### config.mk
export PLATFORM = sky130hd
export DESIGN_NAME = gpio_bank_irq
export DESIGN_NICKNAME = d
export VERILOG_FILES = /design/src/rtl/gpio_bank_pkg.sv /design/src/rtl/gpio_pin_sync.sv /design/src/rtl/gpio_irq_bank.sv /design/src/rtl/gpio_bank_irq.sv
export SDC_FILE = /design/constraint.sdc
export NUM_CORES = 1
export LEC_CHECK = 0
export ABC_AREA = 1
export BUFFER_PORTS_ARGS = -buffer_cell sky130_fd_sc_hd__clkbuf_2
export CORE_ASPECT_RATIO = 0.8
export CORE_MARGIN = 1.5
export CORE_UTILIZATION = 52
export DETAILED_ROUTE_END_ITERATION = 6
export PLACE_DENSITY_LB_ADDON = 0.25
export SLEW_MARGIN = 0
export SYNTH_ARGS = -nofsm -noshare
export SYNTH_HDL_FRONTEND = slang
export SYNTH_SLANG_ARGS = --single-unit
### constraint.sdc
create_clock -name clk -period 2.54 [get_ports clk]
set_input_delay 0.762 -clock clk [delete_from_list [all_inputs] [get_ports clk]]
set_output_delay 0.762 -clock clk [all_outputs]
set_load 0.05 [all_outputs]
### src/rtl/gpio_bank_pkg.sv
package gpio_bank_pkg;

    localparam logic [31:0] OFF_BANK_EN  = 32'h00;
    localparam logic [31:0] OFF_DIR      = 32'h10;
    localparam logic [31:0] OFF_OUT      = 32'h14;
    localparam logic [31:0] OFF_OUT_SET  = 32'h18;
    localparam logic [31:0] OFF_OUT_CLR  = 32'h1C;
    localparam logic [31:0] OFF_IN       = 32'h20;
    localparam logic [31:0] OFF_RISE_SET = 32'h24;
    localparam logic [31:0] OFF_RISE_CLR = 32'h28;
    localparam logic [31:0] OFF_FALL_SET = 32'h2C;
    localparam logic [31:0] OFF_FALL_CLR = 32'h30;
    localparam logic [31:0] OFF_STAT     = 32'h34;

    typedef enum logic [3:0] {
        REG_NONE,
        REG_BANK_EN,
        REG_DIR,
        REG_OUT,
        REG_OUT_SET,
        REG_OUT_CLR,
        REG_IN,
        REG_RISE_SET,
        REG_RISE_CLR,
        REG_FALL_SET,
        REG_FALL_CLR,
        REG_STAT
    } reg_sel_e;

    function automatic reg_sel_e decode_offset(input logic [31:0] off);
        case (off)
            OFF_BANK_EN:  return REG_BANK_EN;
            OFF_DIR:      return REG_DIR;
            OFF_OUT:      return REG_OUT;
            OFF_OUT_SET:  return REG_OUT_SET;
            OFF_OUT_CLR:  return REG_OUT_CLR;
            OFF_IN:       return REG_IN;
            OFF_RISE_SET: return REG_RISE_SET;
            OFF_RISE_CLR: return REG_RISE_CLR;
            OFF_FALL_SET: return REG_FALL_SET;
            OFF_FALL_CLR: return REG_FALL_CLR;
            OFF_STAT:     return REG_STAT;
            default:      return REG_NONE;
        endcase
    endfunction

endpackage

### src/rtl/gpio_pin_sync.sv
// Two-flop synchronizer per pin plus a delayed copy for edge detection.
module gpio_pin_sync #(
    parameter int WIDTH = 32
) (
    input  logic             clk,
    input  logic             rst_n,
    input  logic [WIDTH-1:0] pin_i,
    output logic [WIDTH-1:0] level_o,
    output logic [WIDTH-1:0] rise_o,
    output logic [WIDTH-1:0] fall_o
);

    typedef struct packed {
        logic [WIDTH-1:0] meta;
        logic [WIDTH-1:0] level;
        logic [WIDTH-1:0] prev;
    } sync_t;

    sync_t s_d, s_q;

    always_comb begin
        s_d.meta  = pin_i;
        s_d.level = s_q.meta;
        s_d.prev  = s_q.level;
    end

    always_ff @(posedge clk or negedge rst_n) begin
        if (!rst_n) begin
            s_q <= '0;
        end else begin
            s_q <= s_d;
        end
    end

    assign level_o = s_q.level;
    assign rise_o  = s_q.level & ~s_q.prev;
    assign fall_o  = ~s_q.level & s_q.prev;

endmodule

### src/rtl/gpio_irq_bank.sv
// Sticky edge status for one bank and its level interrupt.
module gpio_irq_bank #(
    parameter int BANK_W = 16
) (
    input  logic              clk,
    input  logic              rst_n,
    input  logic [BANK_W-1:0] hit_i,
    input  logic [BANK_W-1:0] clr_i,
    input  logic              en_i,
    output logic [BANK_W-1:0] stat_o,
    output logic              irq_o
);

    typedef struct packed {
        logic [BANK_W-1:0] stat;
    } bank_t;

    bank_t b_d, b_q;

    always_comb begin
        // a fresh edge overrides a clear aimed at the same bit
        b_d.stat = (b_q.stat & ~clr_i) | hit_i;
    end

    always_ff @(posedge clk or negedge rst_n) begin
        if (!rst_n) begin
            b_q <= '0;
        end else begin
            b_q <= b_d;
        end
    end

    assign stat_o = b_q.stat;
    assign irq_o  = en_i & (|b_q.stat);

endmodule

### src/rtl/gpio_bank_irq.sv
module gpio_bank_irq
    import gpio_bank_pkg::*;
#(
    parameter int NUM_PINS = 32,
    parameter int BANK_W   = 16,
    parameter int ADDR_W   = 8
) (
    input  logic                       clk,
    input  logic                       rst_n,
    input  logic                       host_sel,
    input  logic                       host_wr,
    input  logic [ADDR_W-1:0]          host_addr,
    input  logic [NUM_PINS-1:0]        host_wdata,
    output logic [NUM_PINS-1:0]        host_rdata,
    input  logic [NUM_PINS-1:0]        pin_i,
    output logic [NUM_PINS-1:0]        pin_o,
    output logic [NUM_PINS-1:0]        pin_oe,
    output logic [NUM_PINS/BANK_W-1:0] irq_o
);

    localparam int NUM_BANKS = NUM_PINS / BANK_W;

    typedef struct packed {
        logic [NUM_PINS-1:0]  dir;
        logic [NUM_PINS-1:0]  out;
        logic [NUM_PINS-1:0]  rise_en;
        logic [NUM_PINS-1:0]  fall_en;
        logic [NUM_BANKS-1:0] bank_en;
    } ctrl_t;

    ctrl_t               st_d, st_q;
    reg_sel_e            rsel;
    logic                wr_en;
    logic [NUM_PINS-1:0] lvl, rise, fall, hits, stat_clr, stat_all;

    gpio_pin_sync #(.WIDTH(NUM_PINS)) u_sync (
        .clk     (clk),
        .rst_n   (rst_n),
        .pin_i   (pin_i),
        .level_o (lvl),
        .rise_o  (rise),
        .fall_o  (fall)
    );

    always_comb begin
        rsel     = decode_offset(32'(host_addr));
        wr_en    = host_sel && host_wr;
        hits     = (rise & st_q.rise_en) | (fall & st_q.fall_en);
        stat_clr = (wr_en && rsel == REG_STAT) ? host_wdata : '0;
        st_d     = st_q;
        if (wr_en) begin
            case (rsel)
                REG_BANK_EN:  st_d.bank_en = host_wdata[NUM_BANKS-1:0];
                REG_DIR:      st_d.dir     = host_wdata;
                REG_OUT:      st_d.out     = host_wdata;
                REG_OUT_SET:  st_d.out     = st_q.out | host_wdata;
                REG_OUT_CLR:  st_d.out     = st_q.out & ~host_wdata;
                REG_RISE_SET: st_d.rise_en = st_q.rise_en | host_wdata;
                REG_RISE_CLR: st_d.rise_en = st_q.rise_en & ~host_wdata;
                REG_FALL_SET: st_d.fall_en = st_q.fall_en | host_wdata;
                REG_FALL_CLR: st_d.fall_en = st_q.fall_en & ~host_wdata;
                default:      ;
            endcase
        end
    end

    always_ff @(posedge clk or negedge rst_n) begin
        if (!rst_n) begin
            st_q.dir     <= '1;
            st_q.out     <= '0;
            st_q.rise_en <= '0;
            st_q.fall_en <= '0;
            st_q.bank_en <= '0;
        end else begin
            st_q <= st_d;
        end
    end

    for (genvar b = 0; b < NUM_BANKS; b++) begin : g_bank
        gpio_irq_bank #(.BANK_W(BANK_W)) u_bank (
            .clk    (clk),
            .rst_n  (rst_n),
            .hit_i  (hits[b*BANK_W +: BANK_W]),
            .clr_i  (stat_clr[b*BANK_W +: BANK_W]),
            .en_i   (st_q.bank_en[b]),
            .stat_o (stat_all[b*BANK_W +: BANK_W]),
            .irq_o  (irq_o[b])
        );
    end

    always_comb begin
        case (rsel)
            REG_BANK_EN:                 host_rdata = NUM_PINS'(st_q.bank_en);
            REG_DIR:                     host_rdata = st_q.dir;
            REG_OUT, REG_OUT_SET,
            REG_OUT_CLR:                 host_rdata = st_q.out;
            REG_IN:                      host_rdata = lvl;
            REG_RISE_SET, REG_RISE_CLR:  host_rdata = st_q.rise_en;
            REG_FALL_SET, REG_FALL_CLR:  host_rdata = st_q.fall_en;
            REG_STAT:                    host_rdata = stat_all;
            default:                     host_rdata = '0;
        endcase
    end

    assign pin_o  = st_q.out;
    assign pin_oe = ~st_q.dir;

endmodule

==> impl_metrics.csv, run 1 <==
group,metric,value,unit
critical_path,critPathRequiredTime,1.78,ns
placed_design,placed_area,0.0141,sq mm
clocking,cts_max_path_buffers,3,
yosys,synthArstFlopShare,1.00,
route,drtIter0Drc,1147,
floorplan,dieArea,0.0232,sq mm
finish,drive_gt1_frac,0.314,
power,power_frac_clock,0.431,
route,wl,35800,microns
yosys,netlist_top_cells_area,"dfrtp_1 (49%), nand2_1 (8.8%), dfstp_2 (7.2%)",
yosys,synth_top_area_frac,0.487,
power,netSwitchingFraction,0.259,
power,switchingPower,2.48,mW
finish,finalNetCount,1642,
finish,fin_area,0.0161,sq mm
route,first_pass_iters,5,
finish,area_growth,38.5,%
yosys,yosysWarningCount,0,
floorplan,die_y,137,microns
yosys,yosys.area.top_type,"dfrtp_1",
outcome,violations,"setup timing",
timing,hold_violations,0,
yosys,synthDistinctLibCells,27,
worst_hold_path,min_path_type,"in -> async",
yosys,synth_area,0.0116,sq mm
finish,nFillCells,1530,
yosys,synth_seq_cells,258,
yosys,synth_nets,1441,
grt,grt_pass1_vias,10400,
finish,antennaDiodeCount,0,
power,total_power,9.58,mW
timing,whs,0.141,ns
critical_path,start_kind,"input pin",
grt,grt_antenna_before_repair,0,
grt,grt_max_degree,61,
timing,finalCritPeriodShare,1.26,
power,p_leak,7.57,nW
clocking,htreeDepth,1,
placed_design,dp_hpwl,22500,microns
route,vias,10600,
clocking,ctsRootBufferMaster,"clkbuf_16",
timing,setup_ws,-0.652,ns
placed_design,port_buffers,173,
grt,track_usage,0.303,
floorplan,coreArea,0.0217,sq mm
critical_path,end_kind,"output pin",
timing,worstMarginPinSlew,0.464,ns
yosys,seq_area_frac_synth,0.559,
timing,setup_viol,32,
power,p_per_area,596,mW/mm^2
timing,slew_headroom,0.690,
route,wirelength_met1,15100,microns
outcome,status,"complete, but fails checks",
clocking,cts_tree,"built",
yosys,synth-edff-count,0,
power,combPwrFrac,0.102,
yosys,avgSynthCellArea,8.51,sq um
route,drc,0,
clocking,clk_pin_slew_worst_paths,0.06,ns
power,ir_worst_vdd,0.522,mV
yosys,syn_inst,1365,
clocking,cts-buffers-inserted,27,
finish,finalNonFillerCells,1886,
route,ant_nets,0,
clocking,holdBufCountCts,0,
placed_design,dp.cells,1814,
route,wl_per_cell,19.0,microns
floorplan,die_w,170,microns
clocking,clock-sinks,258,
timing,finClkSkew,0.0179,ns
floorplan,rows,48,
floorplan,initial_utilization,0.534,
critical_path,arrival,2.43,ns
critical_path,cp_max_fo,16,
timing,fmax,313,MHz
route,routed_via_density,5.63,
power,p_seq_frac,0.468,
floorplan,io_pins,174,
timing,period_needed,3.19,ns
power,intPower,7.10,mW
timing,rsz0062_at_grt,"true",
clocking,clk_latency,0.55,ns
placed_design,gp_congestion,0.864,
grt,grt_pass1_wl,54600,microns
critical_path,setup.worst_path.class,"in -> out",
yosys,synth-main-ff-cell,"dfrtp_1",
grt,grt_overflow,0,
route,wl_met2,16900,microns
job,maxCapViolCount,0,
route,dr.max_layer_used,"met4",
timing,finalMaxSlewViolations,0,
route,dr_wl_met3,2900,microns
## metal layers
metal,vias up,track usage
li1,4820,-
met1,5177,0.418
met2,538,0.488
met3,79,0.0549
met4,0,0.102
met5,-,0
## final timing paths
check | from | endpoint | slack (ns) | cells past startpoint
worst max-delay path | host_addr[1] | host_rdata[10] | -0.65 | 12
worst min-delay path | rst_n | async pin | 0.14 | 1
worst max register to register | u_sync.level_o[9]$_DFF_PN0_ | g_bank[0].u_bank.stat_o[9]$_DFF_PN0_ | 1.56 | 4
worst min register to register | u_sync.s_d[50]$_DFF_PN0_ | u_sync.level_o[18]$_DFF_PN0_ | 0.35 | 0
max in group asynchronous | rst_n | st_q[111]$_DFFE_PN1P_ | 1.62 | 2
min in group clk | pin_i[27] | u_sync.s_d[59]$_DFF_PN0_ | 0.31 | 1
## power groups by stage
stage / combinational [mW] / clock (mW) / sequential (mW)
after detailed placement: 0.929 / 0 / 4.54
final: 0.977 / 4.12 / 4.48
after CTS: 0.952 / 4.15 / 4.47
after floorplan: 0.650 / 0 / 4.49
after global routing: 1.06 / 4.33 / 4.50
after global placement: 0.911 / 0 / 4.53
## repair_timing
action                                  CTS  global route
setup buffers                             8            11
gates cloned                              2             4
endpoints found under the setup margin   34            34
gates resized for setup                 107            89
pin swaps                                54            61
## cells in the final DEF (no fill, tap or decap), types with 2 or more instances in the layout
cell       synthesis  layout
clkbuf_1          36       8
inv_2              5       5
dfstp_2           32      32
a21oi_1           32      32
o21ai_0           66      65
nand4_1           35      35
buf_4             34      59
clkbuf_16          0      30
clkbuf_2           0     134
inv_4              0       2
buf_16             0       3
nand3_4            0      35
nand2_4            0       4
buf_8              0       5
clkbuf_8           0      11
buf_12             0      53
bufinv_16          0       3
o22ai_2            1       2
buf_6              3       6
nor2_1           110      38
o21ai_1           33      33
a22oi_2            0      10
a31oi_1           32      32
nand2_1          273     263
inv_1            207     202
nor4_4             1       2
nor3_1            34      34
nor2_4             2      66
inv_6              0       2
a22oi_1           30      20
dfrtp_1          226     226
o22ai_1           34      33
nand2_2            0       5
nor2_2             3      11
nor4_2             0       8
nand3_1          103      67
## cells in the mapped netlist, types with 2 or more instances
master	n
a21oi_1	32
a22oi_1	30
a31oi_1	32
a41oi_1	2
buf_1	3
buf_2	18
buf_4	34
buf_6	3
clkbuf_1	36
dfrtp_1	226
dfstp_2	32
inv_1	207
inv_2	5
nand2_1	273
nand3_1	103
nand4_1	35
nor2_1	110
nor2_2	3
nor2_4	2
nor3_1	34
nor4_1	9
o21ai_0	66
o21ai_1	33
o22ai_1	34
## cell families after synthesis
logic type	after synthesis	share of synthesized area
compound gates	230	0.114
buf+inv	306	0.114
flops	258	0.559
simple gates	571	0.213
## critical path, cell delays in order
cell     delay (ns)
buf_8          0.10
nor2_4         0.18
buf_4          0.15
buf_6          0.08
nand3_1        0.10
buf_4          0.17
nor2_4         0.17
buf_4          0.15
buf_12         0.15
a22oi_1        0.14
nand3_4        0.12
buf_12         0.14
## metrics by stage
step | TNS, ns | util | setup WS, ns
after floorplan | -5.12 | - | -0.179
after global placement | -19.47 | 0.648 | -0.693
after detailed placement | -19.54 | 0.648 | -0.672
after CTS | -16.38 | 0.715 | -0.538
after global routing | -21.59 | 0.740 | -0.711
final | -19.99 | 0.740 | -0.652
## final cells by class
| class | count | area (sq um) | area share |
|---|---|---|---|
| Multi-Input combinational cell | 801 | 4950 | 0.308 |
| Timing Repair Buffer | 266 | 2520 | 0.156 |
| Inverter | 212 | 818 | 0.0509 |
| Sequential cell | 258 | 6500 | 0.404 |
| Tap cell | 300 | 375 | 0.0233 |
| Clock inverter | 6 | 111 | 0.00692 |
| Clock buffer | 43 | 816 | 0.0507 |
No activity file was read; power rests on OpenSTA's default activity.
==> run 2: changes to the inputs <==
Settings changed: GPL_TIMING_DRIVEN set to 0.
==> run 2 against run 1 <==
Against the previous run:
- the flow still finishes with violations (setup timing)
- register-to-register slack worse by 0.16 ns
- sequential power barely moved
- clock power rose by 1%
- sequential share of layout area is 0.33 points lower
- final area grew 0.82%
- combinational power rose by 9.5%
- worst setup slack got worse by 0.070 ns
- power is 1.4% higher
- fmax fell by 2.1%
- via count rose by 4.6%
- clock skew decreased by 0.012 ns
- critical endpoint is now host_rdata[1]
- largest cell class unchanged
==> impl_metrics.csv, run 2 (synthesis results as in run 1) <==
group,metric,value,unit
outcome,status,"complete, but fails checks",
outcome,violations,"setup timing",
floorplan,die_w,170,microns
power,p_seq_frac,0.461,
finish,nFillCells,1489,
clocking,cts_tree,"built",
placed_design,port_buffers,173,
timing,slew_headroom,0.486,
critical_path,critPathRequiredTime,1.78,ns
power,switchingPower,2.56,mW
clocking,clk_latency,0.53,ns
clocking,cts_max_path_buffers,3,
route,drc,0,
power,intPower,7.15,mW
clocking,cts-buffers-inserted,27,
critical_path,setup.worst_path.class,"in -> out",
finish,drive_gt1_frac,0.327,
timing,hold_violations,0,
clocking,htreeDepth,1,
route,drtIter0Drc,1273,
route,vias,11100,
power,netSwitchingFraction,0.264,
timing,finalCritPeriodShare,1.28,
floorplan,initial_utilization,0.534,
job,maxCapViolCount,0,
route,wl_per_cell,20.0,microns
timing,period_needed,3.26,ns
floorplan,io_pins,174,
clocking,clock-sinks,258,
critical_path,cp_max_fo,7,
placed_design,gp_congestion,0.886,
clocking,clk_pin_slew_worst_paths,0.06,ns
critical_path,end_kind,"output pin",
power,total_power,9.72,mW
finish,fin_util,0.746,
critical_path,arrival,2.50,ns
power,combPwrFrac,0.110,
route,ant_nets,0,
critical_path,start_kind,"input pin",
grt,grt_pass1_vias,10700,
grt,grt_pass1_wl,57900,microns
clocking,holdBufCountCts,0,
route,wl,38600,microns
timing,setup_viol,33,
finish,final_common_cell,"nand2_1",
timing,fmax,307,MHz
floorplan,die_y,137,microns
grt,grt_overflow,0,
grt,grt_max_degree,103,
floorplan,rows,48,
timing,finClkSkew,0.00568,ns
clocking,ctsRootBufferMaster,"clkbuf_16",
route,routed_via_density,5.76,
finish,mostFrequentLayoutCells,"nand2_1 (260), dfrtp_1 (226), inv_1 (197)",
power,ir_worst_vdd,0.486,mV
timing,setup_ws,-0.722,ns
timing,finalMaxSlewViolations,0,
timing,finalSetupTns,-20.93,ns
power,power_frac_clock,0.429,
worst_hold_path,min_path_type,"in -> async",
timing,rsz0062_at_grt,"true",
timing,worstMarginPinSlew,0.771,ns
placed_design,dp_hpwl,23200,microns
floorplan,dieArea,0.0232,sq mm
floorplan,coreArea,0.0217,sq mm
finish,finalNetCount,1682,
route,first_pass_iters,6,
finish,area_growth,39.7,%
power,p_per_area,599,mW/mm^2
grt,grt_antenna_before_repair,1,
grt,track_usage,0.328,
power,p_leak,7.69,nW
## run 2: cell count changes in the layout (fill, tap and decap cells not counted), moves of 6 or more
| cell | change |
|---|---|
| buf_12 | -48 |
| nor2_4 | -18 |
| clkbuf_1 | +18 |
| buf_6 | +7 |
| buf_2 | +9 |
| nor2_2 | +29 |
| clkbuf_8 | +8 |
| a22oi_1 | +6 |
| a22oi_2 | -6 |
| nor2_1 | -11 |
| buf_8 | +12 |
| clkbuf_16 | +21 |
## run 2: cell type report
cell class	instances	area, sq um	area share
Tap cell	300	375	0.0231
Inverter	212	823	0.0508
Clock inverter	13	175	0.0108
Antenna cell	1	2.50	0.000154
Timing Repair Buffer	214	1940	0.119
Sequential cell	258	6500	0.400
Clock buffer	36	749	0.0462
Multi-Input combinational cell	801	4930	0.304
Buffer	92	734	0.0453
## run 2: what timing repair did
action,CTS,global route
buffers inserted,26,8
resized for setup,261,103
endpoints found under the setup margin,34,34
cloned,5,2
pin swaps,46,69
## run 2: worst max-delay path: stages
cell	delay, ns
buf_4	0.13
nor2_4	0.17
buf_4	0.15
nand2_4	0.07
o21ai_1	0.21
nand4_1	0.17
buf_6	0.21
clkbuf_16	0.19
nor2_4	0.13
nor2_4	0.07
nand3_4	0.09
buf_8	0.15
## run 2: final timing paths
check,depth (start not counted),to,from,slack (ns)
worst min register to register,0,u_sync.level_o[10]$_DFF_PN0_,u_sync.s_d[42]$_DFF_PN0_,0.35
worst max-delay path,12,host_rdata[1],host_addr[6],-0.72
max in group asynchronous,3,st_q[123]$_DFFE_PN1P_,rst_n,0.99
min in group clk,1,u_sync.s_d[54]$_DFF_PN0_,pin_i[22],0.33
worst max register to register,4,g_bank[0].u_bank.stat_o[0]$_DFF_PN0_,u_sync.level_o[0]$_DFF_PN0_,1.40
worst min-delay path,1,async pin,rst_n,0.22
## run 2: metrics by stage
stage / setup WS, ns / hold WS [ns] / area [sq um] / cells
global route: -0.733 / 0.257 / 16200 / 1927
detailed placement: -1.19 / 0.335 / 13400 / 1840
global placement: -4.63 / 0.332 / 13400 / 1838
CTS: -0.583 / 0.230 / 15900 / 1918
floorplan: -0.179 / 0.331 / 12100 / 1365
finish: -0.722 / 0.223 / 16200 / 1927
## run 2: metal layers
metal,global-route usage,wire (microns),part of all wire
met5,0,0,0
met4,0.115,1500,0.039
met3,0.0703,3840,0.099
met2,0.512,17700,0.46
met1,0.457,15600,0.40
## run 2: power groups by stage
stage                     logic, mW  clock network, mW  registers, mW
after global placement        0.936                  0           4.54
after detailed placement      0.967                  0           4.54
final                          1.07               4.17           4.48
after global routing           1.15               4.35           4.50
after floorplan               0.650                  0           4.49
after CTS                      1.03               4.18           4.47
==> run 3: changes to the inputs <==
Settings changed: BUFFER_PORTS_ARGS -buffer_cell sky130_fd_sc_hd__clkbuf_2 to not set, CORE_UTILIZATION 52 to 57, DONT_BUFFER_PORTS set to 1.
==> run 3 against run 2 <==
Against the previous run:
- the flow finishes with violations (hold timing, setup timing)
- fmax increased by 6.1%
- final area decreased by 11%
- cell count decreased by 11%
==> impl_metrics.csv, run 3 (synthesis results as in run 1) <==
group,metric,value,unit
route,drtIter0Drc,1475,
floorplan,rows,46,
route,vias,10300,
outcome,violations,"hold timing, setup timing",
timing,hold_violations,100,
grt,grt_pass1_vias,9829,
timing,finalCritPeriodShare,1.21,
timing,fmax,325,MHz
critical_path,crit_buf_inv,2,
clocking,clk_latency,0.54,ns
finish,nFillCells,1461,
timing,slew_headroom,0.485,
critical_path,crit_chain,"nor2_4 > nand2_4 > o21ai_0 > nand4_1 > buf_6 > buf_8 > nor2_1 > nor2_2 > nand3_4",
floorplan,io_pins,174,
route,ant_nets,0,
clocking,cts_max_path_buffers,3,
critical_path,start_kind,"input pin",
timing,setup_ws,-0.534,ns
timing,rsz0062_at_grt,"true",
clocking,htreeDepth,1,
finish,fin_util,0.722,
critical_path,cp_num_cells,9,
route,drc,0,
placed_design,gp_congestion,0.856,
critical_path,r2r_cells,4,
placed_design,dp_slack,-0.909,ns
floorplan,die_y,131,microns
clocking,ctsRootBufferMaster,"clkbuf_16",
finish,finalNetCount,1498,
route,wl,36000,microns
floorplan,die_w,163,microns
finish,mostFrequentLayoutCells,"nand2_1 (265), dfrtp_1 (226), inv_1 (191)",
route,first_pass_iters,6,
critical_path,rr_endpoint,"g_bank[0].u_bank.stat_o[8]$_DFF_PN0_",
floorplan,coreArea,0.0199,sq mm
route,wl_per_cell,21.1,microns
critical_path,crit_path_max_incr_delay,0.32,ns
critical_path,cp-endpoint,"host_rdata[30]",
placed_design,placed_area,0.0125,sq mm
critical_path,r2r_start,"u_sync.level_o[8]$_DFF_PN0_",
critical_path,worstSetupStartpoint,"host_addr[1]",
timing,worstMarginPinSlew,0.772,ns
finish,area_growth,23.8,%
finish,antennaDiodeCount,0,
power,p_per_area,625,mW/mm^2
finish,final_common_cell,"nand2_1",
grt,grt_antenna_before_repair,0,
critical_path,end_kind,"output pin",
finish,seq_area,0.00650,sq mm
floorplan,dieArea,0.0212,sq mm
critical_path,cp_slowest_cell,"o21ai_0",
placed_design,dp_hpwl,22000,microns
grt,grt_pass1_wl,53900,microns
critical_path,crit_family,"simple AND/OR/NAND/NOR gates",
timing,finalSetupTns,-15.75,ns
timing,finalMaxSlewViolations,0,
route,routed_via_density,6.03,
critical_path,critPathRequiredTime,1.78,ns
timing,period_needed,3.07,ns
grt,track_usage,0.334,
placed_design,dp.cells,1629,
critical_path,setup.worst_path.class,"in -> out",
floorplan,initial_utilization,0.583,
timing,setup_viol,32,
power,p_leak,6.65,nW
clocking,cts_tree,"built",
finish,fin_area,0.0144,sq mm
timing,finClkSkew,0.0172,ns
power,total_power,8.99,mW
critical_path,cp_max_fo,6,
grt,grt_max_degree,259,
clocking,clk_pin_slew_worst_paths,0.06,ns
clocking,cts-buffers-inserted,26,
finish,finalNonFillerCells,1706,
outcome,status,"complete, but fails checks",
power,ir_worst_vdd,0.558,mV
clocking,clock-sinks,258,
finish,multi_input_area,0.00484,sq mm
timing,whs,-0.0612,ns
worst_hold_path,min_path_type,"in -> async",
placed_design,port_buffers,0,
grt,grt_overflow,0,
job,maxCapViolCount,0,
critical_path,reg2reg_slack,1.44,ns
critical_path,arrival,2.31,ns
finish,drive_gt1_frac,0.234,
## run 3: changes by cell type in the layout (fill, tap and decap cells not counted), sizes merged
cell,before,now
clkinv,7,5
nand2,273,274
inv,213,212
buf,110,84
bufinv,4,0
clkbuf,232,80
diode,1,0
## run 3: cell type report
class	instances	share of cell area
clock inverters	6	0.00226
inverters	212	0.0566
multi-input cells	802	0.336
clock buffers	42	0.0551
repair buffers	30	0.0242
plain buffers	92	0.0503
flip-flops and latches	258	0.452
well taps	264	0.0230
## run 3: timing repair
action,in CTS,in global routing
endpoints found under the hold margin,226,219
gates resized for setup,192,38
buffers inserted,16,8
pin swaps,68,49
endpoints found under the setup margin,34,34
cloned,5,4
## run 3: worst min-delay path by stage
stage | to | slack, ns | cells past startpoint
CTS | u_sync.s_d[37]$_DFF_PN0_ | -0.07 | 0
finish | u_sync.level_o[6]$_DFF_PN0_ | -0.06 | 0
global placement | u_sync.level_o[26]$_DFF_PN0_ | 0.33 | 0
detailed placement | u_sync.level_o[26]$_DFF_PN0_ | 0.33 | 0
global route | pin_o[4]$_DFFE_PN0P_ | -0.07 | 0
floorplan | u_sync.level_o[0]$_DFF_PN0_ | 0.33 | 0
## run 3: per-layer routing
layer	GRT usage	share of wire	up-vias
met5	0	0	-
met4	0.134	0.043	0
met3	0.0874	0.12	146
met2	0.503	0.44	746
met1	0.465	0.40	4864
li1	-	-	4539
## run 3: power by group
| part | internal (mW) | leakage, nW | switching, mW | total [mW] |
|---|---|---|---|---|
| sequential | 4.33 | 2.95 | 0.145 | 4.48 |
| clock | 2.13 | 0.406 | 1.61 | 3.73 |
| combinational | 0.216 | 3.30 | 0.564 | 0.780 |
| total | 6.67 | 6.65 | 2.32 | 8.99 |
